## src/rtl/sramseq_pkg.sv

```systemverilog
package sramseq_pkg;
  localparam int ADDR_W    = 4;
  localparam int DATA_W    = 4;
  localparam int PAT_WORDS = DATA_W + 1;
  localparam int LOCK_BASE = 2 * PAT_WORDS;
  localparam int BIT_BASE  = LOCK_BASE + 3;
  localparam int NUM_STEPS = BIT_BASE + 4 * DATA_W;
  localparam int STEP_W    = $clog2(NUM_STEPS);

  typedef enum logic [1:0] {OP_WRITE, OP_READ, OP_LOCK} opKind_e;

  typedef struct packed {
    opKind_e             kind;
    logic [ADDR_W-1:0]   addr;
    logic [DATA_W-1:0]   data;
    logic [DATA_W-1:0]   expv;
    logic [DATA_W-1:0]   mask;
  } stepOp_t;

  typedef struct packed {
    logic                clear;
    logic                sample;
    logic                finish;
    logic [STEP_W-1:0]   stepIdx;
    logic [DATA_W-1:0]   expv;
    logic [DATA_W-1:0]   mask;
  } ctlStrobe_t;

  // Decode a step index into its operation; computed, not tabulated.
  function automatic stepOp_t opAt(input logic [STEP_W-1:0] idx);
    stepOp_t o;
    int i, j, b;
    logic [DATA_W-1:0] ones;
    logic [DATA_W-1:0] bitv;
    ones   = '1;
    i      = int'(idx);
    o.kind = OP_WRITE;
    o.addr = '0;
    o.data = '0;
    o.expv = '0;
    o.mask = ones;
    if (i < PAT_WORDS) begin
      o.addr = ADDR_W'((1 << i) - 1);
      o.data = ones >> i;
    end else if (i < LOCK_BASE) begin
      j      = i - PAT_WORDS;
      o.kind = OP_READ;
      o.addr = ADDR_W'((1 << j) - 1);
      o.expv = ones >> j;
    end else if (i == LOCK_BASE) begin
      o.kind = OP_WRITE;
    end else if (i == LOCK_BASE + 1) begin
      o.kind = OP_LOCK;
      o.data = ones;
    end else if (i == LOCK_BASE + 2) begin
      o.kind = OP_READ;
    end else begin
      j    = i - BIT_BASE;
      b    = j / 4;
      bitv = DATA_W'(1) << b;
      case (j % 4)
        0: o.kind = OP_WRITE;
        1: begin o.kind = OP_READ; o.mask = bitv; end
        2: begin o.kind = OP_WRITE; o.data = bitv; end
        default: begin o.kind = OP_READ; o.mask = bitv; o.expv = bitv; end
      endcase
    end
    return o;
  endfunction
endpackage

```

## src/rtl/sramseq_ctrl.sv

```systemverilog
module sramseq_ctrl
  import sramseq_pkg::*;
#(
  parameter int STEP_CYCLES = 2
) (
  input  logic              clk,
  input  logic              rstN,
  input  logic              start,
  output logic              busy,
  output logic [ADDR_W-1:0] ramAddr,
  output logic [DATA_W-1:0] ramDin,
  output logic              ramCsN,
  output logic              ramWeN,
  output ctlStrobe_t        strobe
);
  localparam int CW = (STEP_CYCLES > 1) ? $clog2(STEP_CYCLES) : 1;

  logic [STEP_W-1:0] stepIdx;
  logic [2:0]        phase;
  logic [CW-1:0]     cycCnt;
  stepOp_t           op;
  logic [2:0]        nPhase;
  logic              lastCyc, lastPhase, lastStep;

  always_comb begin
    op        = opAt(stepIdx);
    nPhase    = (op.kind == OP_WRITE) ? 3'd5 : 3'd3;
    lastCyc   = (cycCnt == CW'(STEP_CYCLES - 1));
    lastPhase = (phase == nPhase - 3'd1);
    lastStep  = (stepIdx == STEP_W'(NUM_STEPS - 1));
  end

  always_ff @(posedge clk or negedge rstN) begin
    if (!rstN) begin
      busy    <= 1'b0;
      stepIdx <= '0;
      phase   <= '0;
      cycCnt  <= '0;
    end else if (!busy) begin
      if (start) begin
        busy    <= 1'b1;
        stepIdx <= '0;
        phase   <= '0;
        cycCnt  <= '0;
      end
    end else if (!lastCyc) begin
      cycCnt <= cycCnt + CW'(1);
    end else begin
      cycCnt <= '0;
      if (!lastPhase) begin
        phase <= phase + 3'd1;
      end else begin
        phase <= '0;
        if (lastStep) busy <= 1'b0;
        else          stepIdx <= stepIdx + STEP_W'(1);
      end
    end
  end

  // Strobe pattern per operation kind and phase.
  always_comb begin
    ramCsN  = 1'b1;
    ramWeN  = 1'b1;
    ramAddr = '0;
    ramDin  = '0;
    if (busy) begin
      ramAddr = op.addr;
      ramDin  = op.data;
      case (op.kind)
        OP_WRITE: begin
          ramCsN = !(phase == 3'd1 || phase == 3'd2);
          ramWeN = !(phase == 3'd2 || phase == 3'd3);
        end
        OP_READ:  ramCsN = (phase == 3'd2);
        default:  ramWeN = (phase != 3'd1);
      endcase
    end
  end

  always_comb begin
    strobe.clear   = start && !busy;
    strobe.sample  = busy && (op.kind == OP_READ) && (phase == 3'd1) && lastCyc;
    strobe.finish  = busy && lastCyc && lastPhase && lastStep;
    strobe.stepIdx = stepIdx;
    strobe.expv    = op.expv & op.mask;
    strobe.mask    = op.mask;
  end

  p_idle_quiet_r1: assert property (@(posedge clk) disable iff (!rstN)
    !busy |-> (ramCsN && ramWeN));
  p_cs_fall_safe_r2: assert property (@(posedge clk) disable iff (!rstN)
    $fell(ramCsN) |-> ramWeN);
  p_write_hold_r2: assert property (@(posedge clk) disable iff (!rstN)
    (busy && $past(busy) && !ramWeN && !$past(ramWeN)) |-> ($stable(ramAddr) && $stable(ramDin)));
  p_sample_window_r4: assert property (@(posedge clk) disable iff (!rstN)
    strobe.sample |-> (!ramCsN && ramWeN));
  p_start_ignored_r10: assert property (@(posedge clk) disable iff (!rstN)
    (busy && start) |=> !(busy && stepIdx == '0 && phase == '0 && cycCnt == '0));
endmodule

```

## src/rtl/sramseq_dpath.sv

```systemverilog
module sramseq_dpath
  import sramseq_pkg::*;
(
  input  logic              clk,
  input  logic              rstN,
  input  ctlStrobe_t        strobe,
  input  logic [DATA_W-1:0] ramDout,
  output logic              done,
  output logic              pass,
  output logic              failFlag,
  output logic [STEP_W-1:0] failStep,
  output logic [DATA_W-1:0] failExp,
  output logic [DATA_W-1:0] failObs
);
  logic [DATA_W-1:0] obsMasked;
  logic              mismatch;

  always_comb begin
    obsMasked = ramDout & strobe.mask;
    mismatch  = (obsMasked != strobe.expv);
  end

  always_ff @(posedge clk or negedge rstN) begin
    if (!rstN) begin
      failFlag <= 1'b0;
      failStep <= '0;
      failExp  <= '0;
      failObs  <= '0;
      done     <= 1'b0;
    end else begin
      done <= strobe.finish;
      if (strobe.clear) begin
        failFlag <= 1'b0;
        failStep <= '0;
        failExp  <= '0;
        failObs  <= '0;
      end else if (strobe.sample && mismatch && !failFlag) begin
        failFlag <= 1'b1;
        failStep <= strobe.stepIdx;
        failExp  <= strobe.expv;
        failObs  <= obsMasked;
      end
    end
  end

  assign pass = done && !failFlag;

  p_first_capture_r8: assert property (@(posedge clk) disable iff (!rstN)
    (strobe.sample && mismatch && !strobe.clear) |=> failFlag);
  p_fail_sticky_r8: assert property (@(posedge clk) disable iff (!rstN)
    (failFlag && !strobe.clear) |=> (failFlag && $stable(failStep) && $stable(failObs)));
  p_done_pulse_r9: assert property (@(posedge clk) disable iff (!rstN)
    done |=> !done);
endmodule

```

## src/rtl/sram_probe_seq.sv

```systemverilog
module sram_probe_seq
  import sramseq_pkg::*;
#(
  parameter int STEP_CYCLES = 2
) (
  input  logic              clk,
  input  logic              rstN,
  input  logic              start,
  output logic              busy,
  output logic              done,
  output logic              pass,
  output logic              fail,
  output logic [STEP_W-1:0] failStep,
  output logic [DATA_W-1:0] failExp,
  output logic [DATA_W-1:0] failObs,
  output logic [ADDR_W-1:0] ramAddr,
  output logic [DATA_W-1:0] ramDin,
  input  logic [DATA_W-1:0] ramDout,
  output logic              ramCsN,
  output logic              ramWeN
);
  ctlStrobe_t strobe;

  sramseq_ctrl #(.STEP_CYCLES(STEP_CYCLES)) u_ctrl (
    .clk(clk), .rstN(rstN), .start(start), .busy(busy),
    .ramAddr(ramAddr), .ramDin(ramDin), .ramCsN(ramCsN), .ramWeN(ramWeN),
    .strobe(strobe)
  );

  sramseq_dpath u_dpath (
    .clk(clk), .rstN(rstN), .strobe(strobe), .ramDout(ramDout),
    .done(done), .pass(pass), .failFlag(fail),
    .failStep(failStep), .failExp(failExp), .failObs(failObs)
  );
endmodule

```

## config.mk

```make
export PLATFORM = sky130hd
export DESIGN_NAME = sram_probe_seq
export DESIGN_NICKNAME = d
export VERILOG_FILES = /design/src/rtl/sramseq_pkg.sv /design/src/rtl/sramseq_ctrl.sv /design/src/rtl/sramseq_dpath.sv /design/src/rtl/sram_probe_seq.sv
export SDC_FILE = /design/constraint.sdc
export NUM_CORES = 1
export LEC_CHECK = 0
export CORE_UTILIZATION = 45
export CTS_CLUSTER_DIAMETER = 100
export DETAILED_ROUTE_END_ITERATION = 8
export PLACE_DENSITY = 0.66
export SLEW_MARGIN = 20
export SYNTH_ARGS = -nofsm -noshare
export SYNTH_HDL_FRONTEND = slang
export SYNTH_SLANG_ARGS = --single-unit
```

## constraint.sdc

```tcl
create_clock -name clk -period 5.3 [get_ports clk]
set_clock_uncertainty 0.15 [all_clocks]
set_input_delay 1.325 -clock clk [delete_from_list [all_inputs] [get_ports clk]]
set_output_delay 1.325 -clock clk [all_outputs]
set_load 0.01 [all_outputs]
```

==> results of run 1 <==
[cells in the mapped netlist, types with 4 or more instances]
cell type  count
mux2i_1       17
clkbuf_1       7
nand2_1       31
ha_1          17
a21oi_1        9
nor2_1        17
xnor2_1        6
nor2b_1        6
nand3_1       12
nand4_1        5
nor3_1        11
dfrtp_1       25
o31ai_1        4
o21ai_0       10
and2_1         4
inv_1         13
o21ai_1        6
[cells by family (layout without fill, tap and decap cells)]
family,Yosys count,count (layout),share of synthesized area (%)
AOI/OAI and AO/OA,51,51,16.2
buffers and inverters,25,65,5.03
DFF,25,25,28.9
muxes,22,22,10.5
adders and majority gates,17,17,9.82
xor gates and xnor gates,7,7,3.47
and+or+nand+nor,109,109,26.1
[worst min-delay path, delay by kind of cell, from the launching register on]
family	cells	cell delay, ns
and+or+nand+nor	1	0.05
muxes	1	0.06
DFF	1	0.38
[through the flow]
step,util (%),std cells
6_report,60.2,348
5_1_grt,60.2,348
4_1_cts,59.6,347
3_5_place_dp,58.2,343
3_3_place_gp,58.2,343
2_1_floorplan,-,256
[power by group]
part / internal, µW / switching, µW / total (µW)
clock network: 52.7 / 62.6 / 115
logic: 592 / 636 / 1230
registers: 265 / 80.8 / 346
[metal layers]
layer  vias to the layer above  share of wire, %
li1                       1002                 -
met1                       968                50
met2                        45                43
met3                        13               3.6
met4                         0               2.6
met5                         -                 0
[sequential cells by signal, summed over array words and instances (netlist names)]
signal / flops
u_ctrl.busy: 1
u_dpath.failStep: 5
u_dpath.failExp: 4
u_ctrl.stepIdx: 5
u_ctrl.phase: 3
u_ctrl.cycCnt: 1
u_dpath.failObs: 4
u_dpath.failFlag: 1
u_dpath.done: 1
[cells in the final DEF, fill, tap and decap left out, types with 8 or more instances in the layout]
master,netlist,final
clkdlybuf4s50_1,0,31
o21ai_0,10,8
nand2_1,31,31
nand3_1,12,12
a21oi_1,9,9
nor3_1,11,11
mux2i_1,17,17
inv_1,13,13
dfrtp_1,25,24
buf_4,1,15
nor2_1,17,17
ha_1,17,16
[cell type report]
class	instances	area share (%)
Sequential cell	25	23.3
Clock buffer	3	1.53
Timing Repair Buffer	48	16.5
Tap cell	52	2.42
Multi-Input combinational cell	206	54.3
Inverter	13	1.81
Clock inverter	1	0.186
[timing repair]
action / CTS / global route
gates resized for setup: 7 / 5
buffers inserted: 0 / 1
endpoints found under the setup margin: 2 / 1
[worst paths after layout]
check | from | endpoint | slack, ns | cells after the start
max in group asynchronous | rstN | u_ctrl.stepIdx[2] | 3.48 | 2
setup reg to reg | u_ctrl.stepIdx[1] | u_dpath.failStep[0] | 0.93 | 16
hold / removal | u_dpath.failObs[0] | u_dpath.failObs[0] | 0.38 | 2
min in group asynchronous | rstN | u_dpath.failObs[1] | 1.25 | 2
setup / recovery | u_ctrl.stepIdx[1] | ramDin[2] | 0.27 | 14
hold reg to reg | u_dpath.failObs[0] | u_dpath.failObs[0] | 0.38 | 2
==> results.sh, run 1 <==
export IMPL_crit_fanout=6
export IMPL_grt_max_degree=26
export IMPL_nNetsFinal=321
export IMPL_antenna_found_initial=0
export IMPL_fin_crit_ns=5.03
export IMPL_post_place_ws_ns=0.136
export IMPL_path_common_cell="ha_1"
export IMPL_drtAntennaViolNets=0
export IMPL_max_stage_delay_ns=0.49
export IMPL_dr_pass1_iters=6
export IMPL_period_share_pct=94.8
export IMPL_cts_tree="done"
export IMPL_p_leak_uw=0.00114
export IMPL_ys_seq_elements=25
export IMPL_die_h_um=71.4
export IMPL_grt_util_all_layers_pct=24.0
export IMPL_violations="DRC"
export IMPL_coreArea_um2=4470
export IMPL_die_w_um=71.4
export IMPL_initial_core_util_pct=48.4
export IMPL_setup_viol=0
export IMPL_yosysTopAreaCell="dfrtp_1"
export IMPL_n_antenna_cell=0
export IMPL_grt_use_met2_pct=35.0
export IMPL_hp_class="flip-flop to flip-flop"
export IMPL_io_pins=34
export IMPL_irDropWorstVdd_uv=246
export IMPL_vias=2028
export IMPL_synth_warnings=0
export IMPL_finalSetupTns_ns=0
export IMPL_slew_headroom_pct=57.4
export IMPL_detailed_place_area_um2=2610
export IMPL_clk_pin_slew_ns=0.09
export IMPL_root_buffer="clkbuf_8"
export IMPL_finalHoldViolCount=0
export IMPL_drc_errors=1
export IMPL_drtIter0Drc=96
export IMPL_insertion_delay_ns=0.27
export IMPL_syn_area_um2=2170
export IMPL_critPathArrivalTime_ns=3.55
export IMPL_vias_per_cell=5.83
export IMPL_portBuffers=33
export IMPL_cts_sinks=25
export IMPL_ff_latch_area_um2=627
export IMPL_synthArstFlopShare_pct=100
export IMPL_setup_slack_ns=0.273
export IMPL_power_density_nw_per_um2=627
export IMPL_cts_buffers_inserted=3
export IMPL_num_fill_cells=419
export IMPL_met3_usage_pct=3.23
export IMPL_multi_input_area_um2=1460
export IMPL_start_kind="flip-flop"
export IMPL_avgSynthCellArea_um2=8.46
export IMPL_rows=24
export IMPL_required_ns=3.83
export IMPL_syn_inst=256
export IMPL_slowest_stage="or4_4"
export IMPL_maxSlewViolCount=0
export IMPL_wirelength_um=5590
export IMPL_synth_seq_area_share_pct=28.9
export IMPL_crit_family="simple AND/OR/NAND/NOR gates"
export IMPL_critPathKind="flip-flop to output pin"
export IMPL_yosysUniqueCellTypes=57
export IMPL_gp_congestion=0.920
export IMPL_clk_path_buf_depth=2
export IMPL_worst_pin_slew_ns=0.623
export IMPL_die_area_um2=5090
export IMPL_grt_pass1_wl_um=9670
export IMPL_area_delta_synth_final_pct=24.4
export IMPL_routedWlPerCell_um=16.1
export IMPL_overflow=0
export IMPL_drv_cap=0
export IMPL_htreeDepth=1
export IMPL_postCtsHoldBufs=0
export IMPL_rsz0062_at_grt="no"
export IMPL_use_met1_pct=35.8
export IMPL_synth_top_area_share_pct=28.9
export IMPL_grt_busiest_layer="met1"
export IMPL_path_cells="inv_1 > buf_4 > ha_1 > nor2_1 > ha_1 > nand3_1 > or2_2 > ha_1 > or4_4 > or3_4 > o21ai_2 > a21oi_1 > nor2b_1 > dlygate4sd2_1"
export IMPL_detailed_place_hpwl_um=4230
export IMPL_ys_flop_type="dfrtp_1"
export IMPL_synthTopCellsByArea="dfrtp_1 29%, ha_1 9.8%, mux2i_1 7.9%"
export IMPL_end_kind="output pin"
export IMPL_postLayoutCellArea_um2=2690
export IMPL_synth_edf_count=0
export IMPL_drive_above_1_share_pct=11.5
export IMPL_power_uw=1690
export IMPL_worst_path_buf_inv=3
export IMPL_grt_pass1_vias=1952
export IMPL_max_freq_mhz=199
export IMPL_synth_fp_nets=280
export IMPL_status="finished, violations left"
export IMPL_holdWs_ns=0.382
Power figures use the tool's default switching activity.
==> inputs of run 2 (changes only) <==
--- a/config.mk
+++ b/config.mk
@@ -5,6 +5,7 @@
 export SDC_FILE = /design/constraint.sdc
 export NUM_CORES = 1
 export LEC_CHECK = 0
+export ABC_CLOCK_PERIOD_IN_PS = 5300
 export CORE_UTILIZATION = 45
 export CTS_CLUSTER_DIAMETER = 100
 export DETAILED_ROUTE_END_ITERATION = 8
==> results of run 2 <==
Final layout, timing and power as in run 1 (identical DEF).
==> inputs of run 3 (changes only) <==
--- a/config.mk
+++ b/config.mk
@@ -9,8 +9,9 @@
 export CORE_UTILIZATION = 45
 export CTS_CLUSTER_DIAMETER = 100
 export DETAILED_ROUTE_END_ITERATION = 8
-export PLACE_DENSITY = 0.66
+export PLACE_DENSITY = 0.65
 export SLEW_MARGIN = 20
 export SYNTH_ARGS = -nofsm -noshare
 export SYNTH_HDL_FRONTEND = slang
+export SYNTH_HIERARCHICAL = 1
 export SYNTH_SLANG_ARGS = --single-unit
==> results.sh, run 3 <==
export IMPL_status="finished clean"
export IMPL_die_w_um=73.1
export IMPL_die_area_um2=5350
export IMPL_p_switching_uw=658
export IMPL_routedWlPerCell_um=15.4
export IMPL_synth_edf_count=0
export IMPL_period_share_pct=96.3
export IMPL_p_leak_uw=0.00119
export IMPL_holdPathEnd="u_ctrl/cycCnt"
export IMPL_required_ns=3.83
export IMPL_drive_above_1_share_pct=14.9
export IMPL_htreeDepth=1
export IMPL_layout_common_cells="31 x clkdlybuf4s50_1, 25 x nand2_1, 23 x dfrtp_1"
export IMPL_insertion_delay_ns=0.27
export IMPL_antenna_found_initial=0
export IMPL_crit_fanout=9
export IMPL_r2r_end="u_dpath/failObs[0]"
export IMPL_grt_use_met2_pct=34.4
export IMPL_drtIter0Drc=135
export IMPL_gp_congestion=0.908
export IMPL_hold_path_depth=1
export IMPL_combinationalPowerShare_pct=67.8
export IMPL_nNetsFinal=319
export IMPL_drv_cap=0
export IMPL_postCtsHoldBufs=0
export IMPL_finalSetupTns_ns=0
export IMPL_reg2regPathDepth=15
export IMPL_synth_common_cells="25 x dfrtp_1, 25 x nand2_1, 21 x inv_1, 20 x nand3_1, 17 x nor2b_1"
export IMPL_internal_power_uw=713
export IMPL_yosysUniqueCellTypes=55
export IMPL_rows=25
export IMPL_power_density_nw_per_um2=499
export IMPL_die_h_um=73.1
export IMPL_finalHoldViolCount=0
export IMPL_n_antenna_cell=0
export IMPL_avgSynthCellArea_um2=8.75
export IMPL_yosysTopAreaCell="dfrtp_1"
export IMPL_grt_pass1_wl_um=9220
export IMPL_clk_path_buf_depth=2
export IMPL_r2r_start="u_ctrl/stepIdx[0]"
export IMPL_grt_util_all_layers_pct=22.2
export IMPL_grt_max_degree=26
export IMPL_rrSetupSlack_ns=0.81
export IMPL_syn_area_um2=2280
export IMPL_ys_seq_elements=25
export IMPL_vias=2069
export IMPL_io_pins=34
export IMPL_worst_pin_slew_ns=0.582
export IMPL_drtAntennaViolNets=0
export IMPL_synthArstFlopShare_pct=100
export IMPL_coreArea_um2=4790
export IMPL_grt_busiest_layer="met2"
export IMPL_fin_crit_ns=5.10
export IMPL_utilization_pct=57.4
export IMPL_p_sw_share_pct=48.0
export IMPL_slew_headroom_pct=61.0
export IMPL_synth_fp_nets=283
export IMPL_syn_inst=260
export IMPL_drc_errors=0
export IMPL_synth_top_area_share_pct=27.5
export IMPL_clkPwrFrac_pct=8.3
export IMPL_final_common_cell="clkdlybuf4s50_1"
export IMPL_critPathArrivalTime_ns=3.63
export IMPL_grt_pass1_vias=1917
export IMPL_ys_flop_type="dfrtp_1"
export IMPL_hp_class="flip-flop to flip-flop"
export IMPL_cts_buffers_inserted=3
export IMPL_seqPwrFrac_pct=23.9
export IMPL_portBuffers=33
export IMPL_dr_pass1_iters=4
export IMPL_root_buffer="clkbuf_8"
export IMPL_synthTopCellsByArea="dfrtp_1 27%, ha_1 8.8%, o2bb2ai_2 6.6%"
export IMPL_area_delta_synth_final_pct=20.8
export IMPL_detailed_place_hpwl_um=4130
export IMPL_cts_sinks=25
export IMPL_reg_largest_list="u_ctrl/stepIdx x5, u_dpath/failStep x5"
export IMPL_rsz0062_at_grt="yes"
export IMPL_maxSlewViolCount=0
export IMPL_setup_viol=0
export IMPL_critPathKind="flip-flop to output pin"
export IMPL_cts_tree="done"
export IMPL_clk_pin_slew_ns=0.08
export IMPL_overflow=0
export IMPL_end_kind="output pin"
export IMPL_use_met1_pct=32.5
export IMPL_wirelength_um=5580
export IMPL_vias_per_cell=5.72
export IMPL_synth_warnings=6
export IMPL_hp_start="u_ctrl/cycCnt"
export IMPL_synth_seq_area_share_pct=27.5
export IMPL_max_freq_mhz=196
export IMPL_initial_core_util_pct=47.6
export IMPL_irDropWorstVdd_uv=249
export IMPL_met3_usage_pct=1.80
export IMPL_start_kind="flip-flop"
## run 3: changes by cell type after synthesis, moves of 4 or more
cell       change
nor2_1         -4
nor2b_1       +11
o2bb2ai_2     +10
mux2i_1       -17
nand3_1        +8
nand4b_1       +5
inv_1          +8
nand2_1        -6
nor3_1         -6
## run 3: cell families (layout without fill, tap and decap cells)
family                     Yosys count  count (layout)  synth area share (%)
buffers and inverters               32              67                  7.04
and+or+nand+nor                    114             114                  29.3
muxes                                1               1                 0.495
xor gates and xnor gates             7               7                  2.69
AOI/OAI and AO/OA                   65              65                  24.2
adders and majority gates           16              16                  8.80
DFF                                 25              25                  27.5
## run 3: routing by layer
| metal | vias up | part of all wire, % | wire length, µm |
|---|---|---|---|
| li1 | 1012 | - | - |
| met1 | 1002 | 50 | 2770 |
| met2 | 47 | 46 | 2570 |
| met3 | 8 | 3.0 | 168 |
| met4 | 0 | 1.4 | 79 |
| met5 | - | 0 | 0 |
## run 3: final cells by class
cell class | instances | area [µm²]
clock buffers | 3 | 41.3
clock inverters | 1 | 7.51
fillers | 459 | 2040
inverters | 21 | 78.8
multi-input cells | 203 | 1510
flip-flops and latches | 25 | 628
well taps | 67 | 83.8
repair buffers | 42 | 403
## run 3: per-stage QoR
stage / power, µW / worst slack, ns / hold WS [ns] / cells / area [µm²]
CTS: 1340 / 0.0314 / 0.403 / 361 / 2730
floorplan: 953 / 0.825 / 0.332 / 260 / 2280
global placement: 1210 / 0.430 / 0.393 / 357 / 2670
detailed placement: 1210 / 0.282 / 0.389 / 357 / 2670
global route: 1480 / -0.0243 / 0.439 / 362 / 2750
finish: 1370 / 0.198 / 0.416 / 362 / 2750
## run 3: critical path: stages, from the launching register on
cell and delay [ns]:
dfrtp_2 0.48, buf_4 0.19, o211a_1 0.27, nor3_4 0.18, ha_2 0.24, ha_1 0.19
nand3_1 0.08, ha_1 0.30, nand4b_1 0.15, nor4_4 0.38, nand3b_1 0.18, o21ai_1 0.17
clkdlybuf4s50_1 0.55
## run 3: how the worst max path moves through the flow
stage | slack [ns] | end | depth (start not counted) | from
global placement | 0.43 | ramDin[0] | 12 | u_ctrl/stepIdx[0]
global route | -0.02 | ramDin[2] | 12 | u_ctrl/stepIdx[0]
detailed placement | 0.28 | ramDin[0] | 12 | u_ctrl/stepIdx[1]
CTS | 0.03 | ramDin[0] | 12 | u_ctrl/stepIdx[0]
floorplan | 0.82 | ramDin[0] | 12 | u_ctrl/stepIdx[0]
finish | 0.20 | ramDin[2] | 12 | u_ctrl/stepIdx[0]
## run 3: what timing repair did
action | in CTS | in global routing
pin swaps | 0 | 1
resized for setup | 3 | 5
endpoints found under the setup margin | 1 | 3
gates cloned | 0 | 0
setup buffers | 0 | 1
hold endpoints to repair | 0 | 0
## run 3: power groups by stage
| stage | Sequential [µW] | Clock (µW) | Combinational (µW) |
|---|---|---|---|
| finish | 328 | 114 | 930 |
| global route | 338 | 125 | 1010 |
| CTS | 325 | 118 | 900 |
| detailed placement | 326 | 0 | 888 |
| global placement | 326 | 0 | 883 |
| floorplan | 324 | 0 | 629 |
